===== src/rtl/l4rz_pkg.sv =====
`timescale 1ns/1ps
package l4rz_pkg;
  localparam int LANES = 4;  // one-hot data lines per symbol
  localparam int SYM_W = 2;  // bits carried per symbol

  typedef enum logic [2:0] {
    TX_IDLE, TX_SYM, TX_SYM_RZ, TX_EOP, TX_EOP_RZ
  } tx_state_t;

  typedef enum logic {
    RX_WAIT, RX_HOLD
  } rx_state_t;

  function automatic logic [SYM_W-1:0] lane_to_sym(input logic [LANES-1:0] v);
    logic [SYM_W-1:0] r;
    r = '0;
    for (int i = 0; i < LANES; i++)
      if (v[i]) r = SYM_W'(i);
    return r;
  endfunction

  function automatic int unsigned ones5(input logic [LANES:0] v);
    int unsigned n;
    n = 0;
    for (int i = 0; i <= LANES; i++) n += int'(v[i]);
    return n;
  endfunction
endpackage


===== src/rtl/l4rz_sync.sv =====
`timescale 1ns/1ps
module l4rz_sync #(
  parameter int W      = 1,
  parameter int STAGES = 2
) (
  input  logic         clk,
  input  logic         rst_n,
  input  logic [W-1:0] d,
  output logic [W-1:0] q
);
  logic [W-1:0] st [STAGES];

  always_ff @(posedge clk) begin
    if (!rst_n) begin
      for (int i = 0; i < STAGES; i++) st[i] <= '0;
    end else begin
      st[0] <= d;
      for (int i = 1; i < STAGES; i++) st[i] <= st[i-1];
    end
  end

  assign q = st[STAGES-1];
endmodule


===== src/rtl/l4rz_tx.sv =====
`timescale 1ns/1ps
module l4rz_tx
  import l4rz_pkg::*;
#(
  parameter int BYTE_W      = 8,
  parameter int SYNC_STAGES = 2
) (
  input  logic              clk,
  input  logic              rst_n,
  input  logic              s_valid,
  output logic              s_ready,
  input  logic [BYTE_W-1:0] s_data,
  input  logic              s_last,
  output logic [LANES-1:0]  tx_dat,
  output logic              tx_eop,
  input  logic              tx_ack
);
  localparam int SYMS  = BYTE_W / SYM_W;
  localparam int IDX_W = (SYMS > 1) ? $clog2(SYMS) : 1;
  localparam logic [IDX_W-1:0] IDX_LAST = IDX_W'(SYMS - 1);

  tx_state_t         state;
  logic [BYTE_W-1:0] byte_q;
  logic              last_q;
  logic [IDX_W-1:0]  idx_q;
  logic              ack_s;

  l4rz_sync #(.W(1), .STAGES(SYNC_STAGES)) u_ack_sync (
    .clk(clk), .rst_n(rst_n), .d(tx_ack), .q(ack_s)
  );

  always_ff @(posedge clk) begin
    if (!rst_n) begin
      state  <= TX_IDLE;
      byte_q <= '0;
      last_q <= 1'b0;
      idx_q  <= '0;
    end else begin
      case (state)
        TX_IDLE: if (s_valid) begin
          byte_q <= s_data;
          last_q <= s_last;
          idx_q  <= '0;
          state  <= TX_SYM;
        end
        TX_SYM:    if (ack_s) state <= TX_SYM_RZ;
        TX_SYM_RZ: if (!ack_s) begin
          if (idx_q == IDX_LAST) begin
            state <= last_q ? TX_EOP : TX_IDLE;
          end else begin
            idx_q  <= idx_q + 1'b1;
            byte_q <= byte_q >> SYM_W;
            state  <= TX_SYM;
          end
        end
        TX_EOP:    if (ack_s) state <= TX_EOP_RZ;
        TX_EOP_RZ: if (!ack_s) state <= TX_IDLE;
        default:   state <= TX_IDLE;
      endcase
    end
  end

  assign s_ready = (state == TX_IDLE);
  assign tx_dat  = (state == TX_SYM) ? (LANES'(1) << byte_q[SYM_W-1:0]) : '0;
  assign tx_eop  = (state == TX_EOP);

  // Assertions
  logic [LANES:0] tok;
  assign tok = {tx_eop, tx_dat};

  assert_tx_onehot_R1: assert property (@(posedge clk) disable iff (!rst_n)
    $onehot0(tok));

  assert_tx_rz_R2: assert property (@(posedge clk) disable iff (!rst_n)
    (tok != '0) |=> (tok == '0) || (tok == $past(tok)));

  assert_tx_drop_after_ack_R2: assert property (@(posedge clk) disable iff (!rst_n)
    $fell(|tok) |-> $past(ack_s));

  assert_tx_ready_idle_R5: assert property (@(posedge clk) disable iff (!rst_n)
    s_ready |-> (tok == '0));
endmodule


===== src/rtl/l4rz_rx.sv =====
`timescale 1ns/1ps
module l4rz_rx
  import l4rz_pkg::*;
#(
  parameter int BYTE_W      = 8,
  parameter int SYNC_STAGES = 2
) (
  input  logic              clk,
  input  logic              rst_n,
  input  logic [LANES-1:0]  rx_dat,
  input  logic              rx_eop,
  output logic              rx_ack,
  output logic              m_valid,
  input  logic              m_ready,
  output logic [BYTE_W-1:0] m_data,
  output logic              m_last,
  output logic              rx_err
);
  localparam int SYMS  = BYTE_W / SYM_W;
  localparam int IDX_W = (SYMS > 1) ? $clog2(SYMS) : 1;
  localparam int SH_W  = BYTE_W - SYM_W;
  localparam logic [IDX_W-1:0] IDX_LAST = IDX_W'(SYMS - 1);

  rx_state_t         state;
  logic [LANES:0]    code_s;
  logic [IDX_W-1:0]  idx_q;
  logic [SH_W-1:0]   sh_q;
  logic              pend_v;
  logic [BYTE_W-1:0] pend_d;
  logic              multi, out_free;
  logic [SYM_W-1:0]  sym;

  l4rz_sync #(.W(LANES + 1), .STAGES(SYNC_STAGES)) u_line_sync (
    .clk(clk), .rst_n(rst_n), .d({rx_eop, rx_dat}), .q(code_s)
  );

  always_comb begin
    multi    = ones5(code_s) > 1;
    out_free = !m_valid || m_ready;
    sym      = lane_to_sym(code_s[LANES-1:0]);
  end

  always_ff @(posedge clk) begin
    if (!rst_n) begin
      state   <= RX_WAIT;
      idx_q   <= '0;
      sh_q    <= '0;
      pend_v  <= 1'b0;
      pend_d  <= '0;
      m_valid <= 1'b0;
      m_data  <= '0;
      m_last  <= 1'b0;
      rx_err  <= 1'b0;
    end else begin
      rx_err <= 1'b0;
      if (m_valid && m_ready) m_valid <= 1'b0;
      case (state)
        RX_WAIT: if (code_s != '0) begin
          if (multi) begin
            rx_err <= 1'b1;
            state  <= RX_HOLD;
          end else if (code_s[LANES]) begin
            if (idx_q != '0) begin
              rx_err <= 1'b1;
              idx_q  <= '0;
              state  <= RX_HOLD;
            end else if (!pend_v) begin
              state <= RX_HOLD;
            end else if (out_free) begin
              m_valid <= 1'b1;
              m_data  <= pend_d;
              m_last  <= 1'b1;
              pend_v  <= 1'b0;
              state   <= RX_HOLD;
            end
          end else if (!(pend_v && !out_free)) begin
            if (pend_v) begin
              m_valid <= 1'b1;
              m_data  <= pend_d;
              m_last  <= 1'b0;
              pend_v  <= 1'b0;
            end
            if (idx_q == IDX_LAST) begin
              pend_d <= {sym, sh_q};
              pend_v <= 1'b1;
              idx_q  <= '0;
            end else begin
              sh_q  <= {sym, sh_q[SH_W-1:SYM_W]};
              idx_q <= idx_q + 1'b1;
            end
            state <= RX_HOLD;
          end
        end
        RX_HOLD: if (code_s == '0) state <= RX_WAIT;
        default: state <= RX_WAIT;
      endcase
    end
  end

  assign rx_ack = (state == RX_HOLD);

  // Assertions
  assert_rx_hold_R8: assert property (@(posedge clk) disable iff (!rst_n)
    (m_valid && !m_ready) |=> m_valid && $stable(m_data) && $stable(m_last));

  assert_rx_ack_fall_R11: assert property (@(posedge clk) disable iff (!rst_n)
    $fell(rx_ack) |-> ($past(code_s) == '0));

  assert_rx_ack_rise_R11: assert property (@(posedge clk) disable iff (!rst_n)
    $rose(rx_ack) |-> ($past(code_s) != '0));

  assert_rx_err_acked_R9: assert property (@(posedge clk) disable iff (!rst_n)
    rx_err |-> rx_ack);
endmodule


===== src/rtl/l4rz_link_endpoint.sv =====
`timescale 1ns/1ps
module l4rz_link_endpoint #(
  parameter int BYTE_W      = 8,
  parameter int SYNC_STAGES = 2
) (
  input  logic              clk,
  input  logic              rst_n,
  input  logic              s_valid,
  output logic              s_ready,
  input  logic [BYTE_W-1:0] s_data,
  input  logic              s_last,
  output logic [3:0]        tx_dat,
  output logic              tx_eop,
  input  logic              tx_ack,
  input  logic [3:0]        rx_dat,
  input  logic              rx_eop,
  output logic              rx_ack,
  output logic              m_valid,
  input  logic              m_ready,
  output logic [BYTE_W-1:0] m_data,
  output logic              m_last,
  output logic              rx_err
);
  l4rz_tx #(.BYTE_W(BYTE_W), .SYNC_STAGES(SYNC_STAGES)) u_tx (
    .clk(clk), .rst_n(rst_n),
    .s_valid(s_valid), .s_ready(s_ready), .s_data(s_data), .s_last(s_last),
    .tx_dat(tx_dat), .tx_eop(tx_eop), .tx_ack(tx_ack)
  );

  l4rz_rx #(.BYTE_W(BYTE_W), .SYNC_STAGES(SYNC_STAGES)) u_rx (
    .clk(clk), .rst_n(rst_n),
    .rx_dat(rx_dat), .rx_eop(rx_eop), .rx_ack(rx_ack),
    .m_valid(m_valid), .m_ready(m_ready), .m_data(m_data), .m_last(m_last),
    .rx_err(rx_err)
  );

  // Assertion
  assert_reset_quiet_R6: assert property (@(posedge clk)
    $past(!rst_n) |-> (tx_dat == '0) && !tx_eop && !rx_ack && !m_valid && !rx_err);
endmodule


===== config.mk =====
export PLATFORM = sky130hd
export DESIGN_NAME = l4rz_link_endpoint
export DESIGN_NICKNAME = d
export VERILOG_FILES = /design/src/rtl/l4rz_pkg.sv /design/src/rtl/l4rz_sync.sv /design/src/rtl/l4rz_tx.sv /design/src/rtl/l4rz_rx.sv /design/src/rtl/l4rz_link_endpoint.sv
export SDC_FILE = /design/constraint.sdc
export NUM_CORES = 1
export LEC_CHECK = 0
export BUFFER_PORTS_ARGS = -buffer_cell sky130_fd_sc_hd__buf_2
export CELL_PAD_IN_SITES_DETAIL_PLACEMENT = 0
export CELL_PAD_IN_SITES_GLOBAL_PLACEMENT = 2
export CORE_UTILIZATION = 36
export DETAILED_ROUTE_END_ITERATION = 10
export GPL_ROUTABILITY_DRIVEN = 1
export PLACE_DENSITY_LB_ADDON = 0.1
export SYNTH_ARGS = -nofsm -noshare
export SYNTH_HDL_FRONTEND = slang
export SYNTH_SLANG_ARGS = --single-unit
export TNS_END_PERCENT = 50

===== constraint.sdc =====
create_clock -name clk -period 5 [get_ports clk]
set_clock_uncertainty 0.2 [all_clocks]
set_input_delay 0.75 -clock clk [delete_from_list [all_inputs] [get_ports clk]]
set_output_delay 0.75 -clock clk [all_outputs]
set_load 0.02 [all_outputs]

==> run metrics <==
outcome completed; first-pass GRT wire length approximately 7.4 mm; Syn Inst Count 255; clock slew at reported path FFs 90 ps; Via density ~4.9; post-DP HPWL ~3.0 mm; max incr delay on CP 740 ps; wire per inst 12.3 microns; global placement routability congestion just under 0.7; Sink Count 55; CP max-delay cell nor3_2; Final Max Slew Viols 0; Main synth FF type dfxtp_1; largest cells by area after synthesis dfxtp_1 48%, nand2_1 8.5%, mux2i_1 7.0%, o21ai_0 4.6%, and2_1 3.6%; post-route setup slack 1530 ps; post-synthesis sequential area ratio 48.1%; GRT Residual Overflow 0; TNS Setup 0 ps; DR pass1 iterations 4; syn avg cell area between 8 and 9 sq um; post-CTS sizing 0; commonest non-fill, non-tap cell in the layout dfxtp_1; post-CTS setup buffers 0; Finished Cell Area roughly 2600 sq um; Worst Hold Class flip-flop to flip-flop; clock latency on the worst-skew pair approximately 300 ps; flops & latches, synth 55; cell area after placement around 2500 sq um; Tot Pwr 847 uW; Post-synth EDFFs 0; DRC viols 0; fraction of registers with async set/reset 0%; GR Util All Layers 14.6%; Nets 310; layout cell share with drive strength beyond 1 18.9%; Fmax 288 MHz; Worst-Margin Slew 959 ps; width of the die 81.7 microns; crit-path cells inv_1, ha_1, inv_1, fa_1, nor2b_1, fa_1, nor3_2, nand2_2, nor3_2, mux2i_1; Reg area 1100 sq um; Post-DRT Antenna Nets 0; WP data required 5040 ps; largest net degree at the start of global routing between 50 and 60; PortBufs 36; vias in the first global route 1554; worst setup path category flip-flop to flip-flop; area of the multi-input gates around 1100 sq um; Root Buffer Master clkbuf_8; Core Footprint 6030 sq um; Fillers 651; total CTS buffers 5; critical path capture point type flip-flop; drt total wl 4.43 mm; CTS tree yes; post-synth top area cell dfxtp_1; Worst EP arrival 3510 ps; commonest cells after routing, fill and taps aside 55 x dfxtp_1, 52 x nand2_1, 36 x buf_2; Antenna Cells 0; crit-path max FO 9; pwr dens 325 nW/um^2; Max-slew headroom roughly 36%; Max IR drop VDD 111 uV; Max clock buf depth 2; Yosys cell types between 40 and 50; die footprint 6680 sq um; row cnt 28; synth warn 0; cell family with most CP delay simple AND/OR/NAND/NOR gates; # H-tree levels 2; RSZ-0062 raised after global routing false; antenna violations before repair 0; Fin. Hold Viols 0; initial DRC count 55; Die Y 81.7 microns; post-synth net total between 200 and 300; boundary pin count 37; post-synthesis cell area ~2300 sq um; element type at the critical path start flip-flop; Synth top area share 48.1%; synth-to-layout area growth 14.1%; CP bufs+invs 2; max-cap violations 0; Setup-failing EPs final 0; Leakage 0.00108 uW; Initial Utilization 38.0%; post-route minimum period 3470 ps; vias 1756; Post-CTS Hold Buffers 0; period utilization a little over two thirds; Place WS 1490 ps
[cells by family after synthesis]
kind of cell,count (synthesis),synth area share (%)
buffers and inverters,24,4.98
and+or+nand+nor,113,25.4
AOI/OAI and AO/OA,40,10.0
muxes,16,7.00
adders and majority gates,7,4.49
DFF,55,48.1
[synthesized netlist by cell type, types with 2 or more instances]
library cell  number
buf_4              2
and2b_2            2
clkbuf_1           9
nor2_1            10
o22ai_1            4
a21oi_1            3
nand2b_1           3
nor4b_1            2
buf_6              2
o21ai_0           21
buf_1              2
and2_1            13
nand2_1           52
mux2i_1           16
a31oi_1            6
nand4_1            4
dfxtp_1           55
nor3_1             2
nor2b_1            2
inv_1              8
nand3_1            9
a211oi_1           2
fa_1               2
nor3_2             2
ha_1               5
[final timing paths]
| kind | from | end | slack, ps | depth (start not counted) |
|---|---|---|---|---|
| setup / recovery | u_rx.u_line_sync.st[0][5] | u_rx.m_data[5] | 1530 | 10 |
| hold / removal | u_tx.u_ack_sync.st[0][0] | u_tx.u_ack_sync.st[0][1] | 240 | 1 |
| setup reg to reg | u_rx.u_line_sync.st[0][5] | u_rx.m_data[5] | 1530 | 10 |
| hold reg to reg | u_tx.u_ack_sync.st[0][0] | u_tx.u_ack_sync.st[0][1] | 240 | 1 |
[metrics by stage]
step / hold slack, ps / cells / utilization (%)
final: 239 / 360 / 43.3
after detailed placement: 219 / 352 / 41.4
after global placement: 214 / 352 / 41.4
after global routing: 255 / 360 / 43.3
after CTS: 244 / 360 / 43.3
after floorplan: 212 / 255 / -
[power by group]
group	internal, uW	switching (uW)	leakage, uW
registers	454	11.3	0.000449
logic	33.3	45.4	0.000566
clock network	162	141	0.0000612
[routing by layer]
| metal | up-vias | wire length, microns | GRT usage (%) |
|---|---|---|---|
| met2 | 23 | 1910 | 21.6 |
| met1 | 808 | 2340 | 20.2 |
| li1 | 923 | - | - |
| met4 | 0 | 33 | 5.26 |
| met3 | 2 | 145 | 3.89 |
| met5 | - | 0 | 0 |
[area by class of cell]
cell class | instances | share of cell area, %
repair buffers | 38 | 7.48
inverters | 8 | 1.15
flip-flops and latches | 55 | 42.2
multi-input cells | 176 | 41.1
clock inverters | 2 | 1.34
well taps | 75 | 3.60
clock buffers | 6 | 3.16
[sequential cells by signal, indices dropped and copies added (netlist names)]
name                 flops
u_rx.idx_q               2
u_rx.m_data              8
u_rx.m_last              1
u_rx.m_valid             1
u_rx.pend_d              8
u_rx.pend_v              1
u_rx.rx_ack              1
u_rx.rx_err              1
u_rx.sh_q                6
u_rx.u_line_sync.st     10
u_tx.byte_q              8
u_tx.idx_q               2
u_tx.last_q              1
u_tx.state               3
u_tx.u_ack_sync.st       2
(Power assumes the default switching activity.)
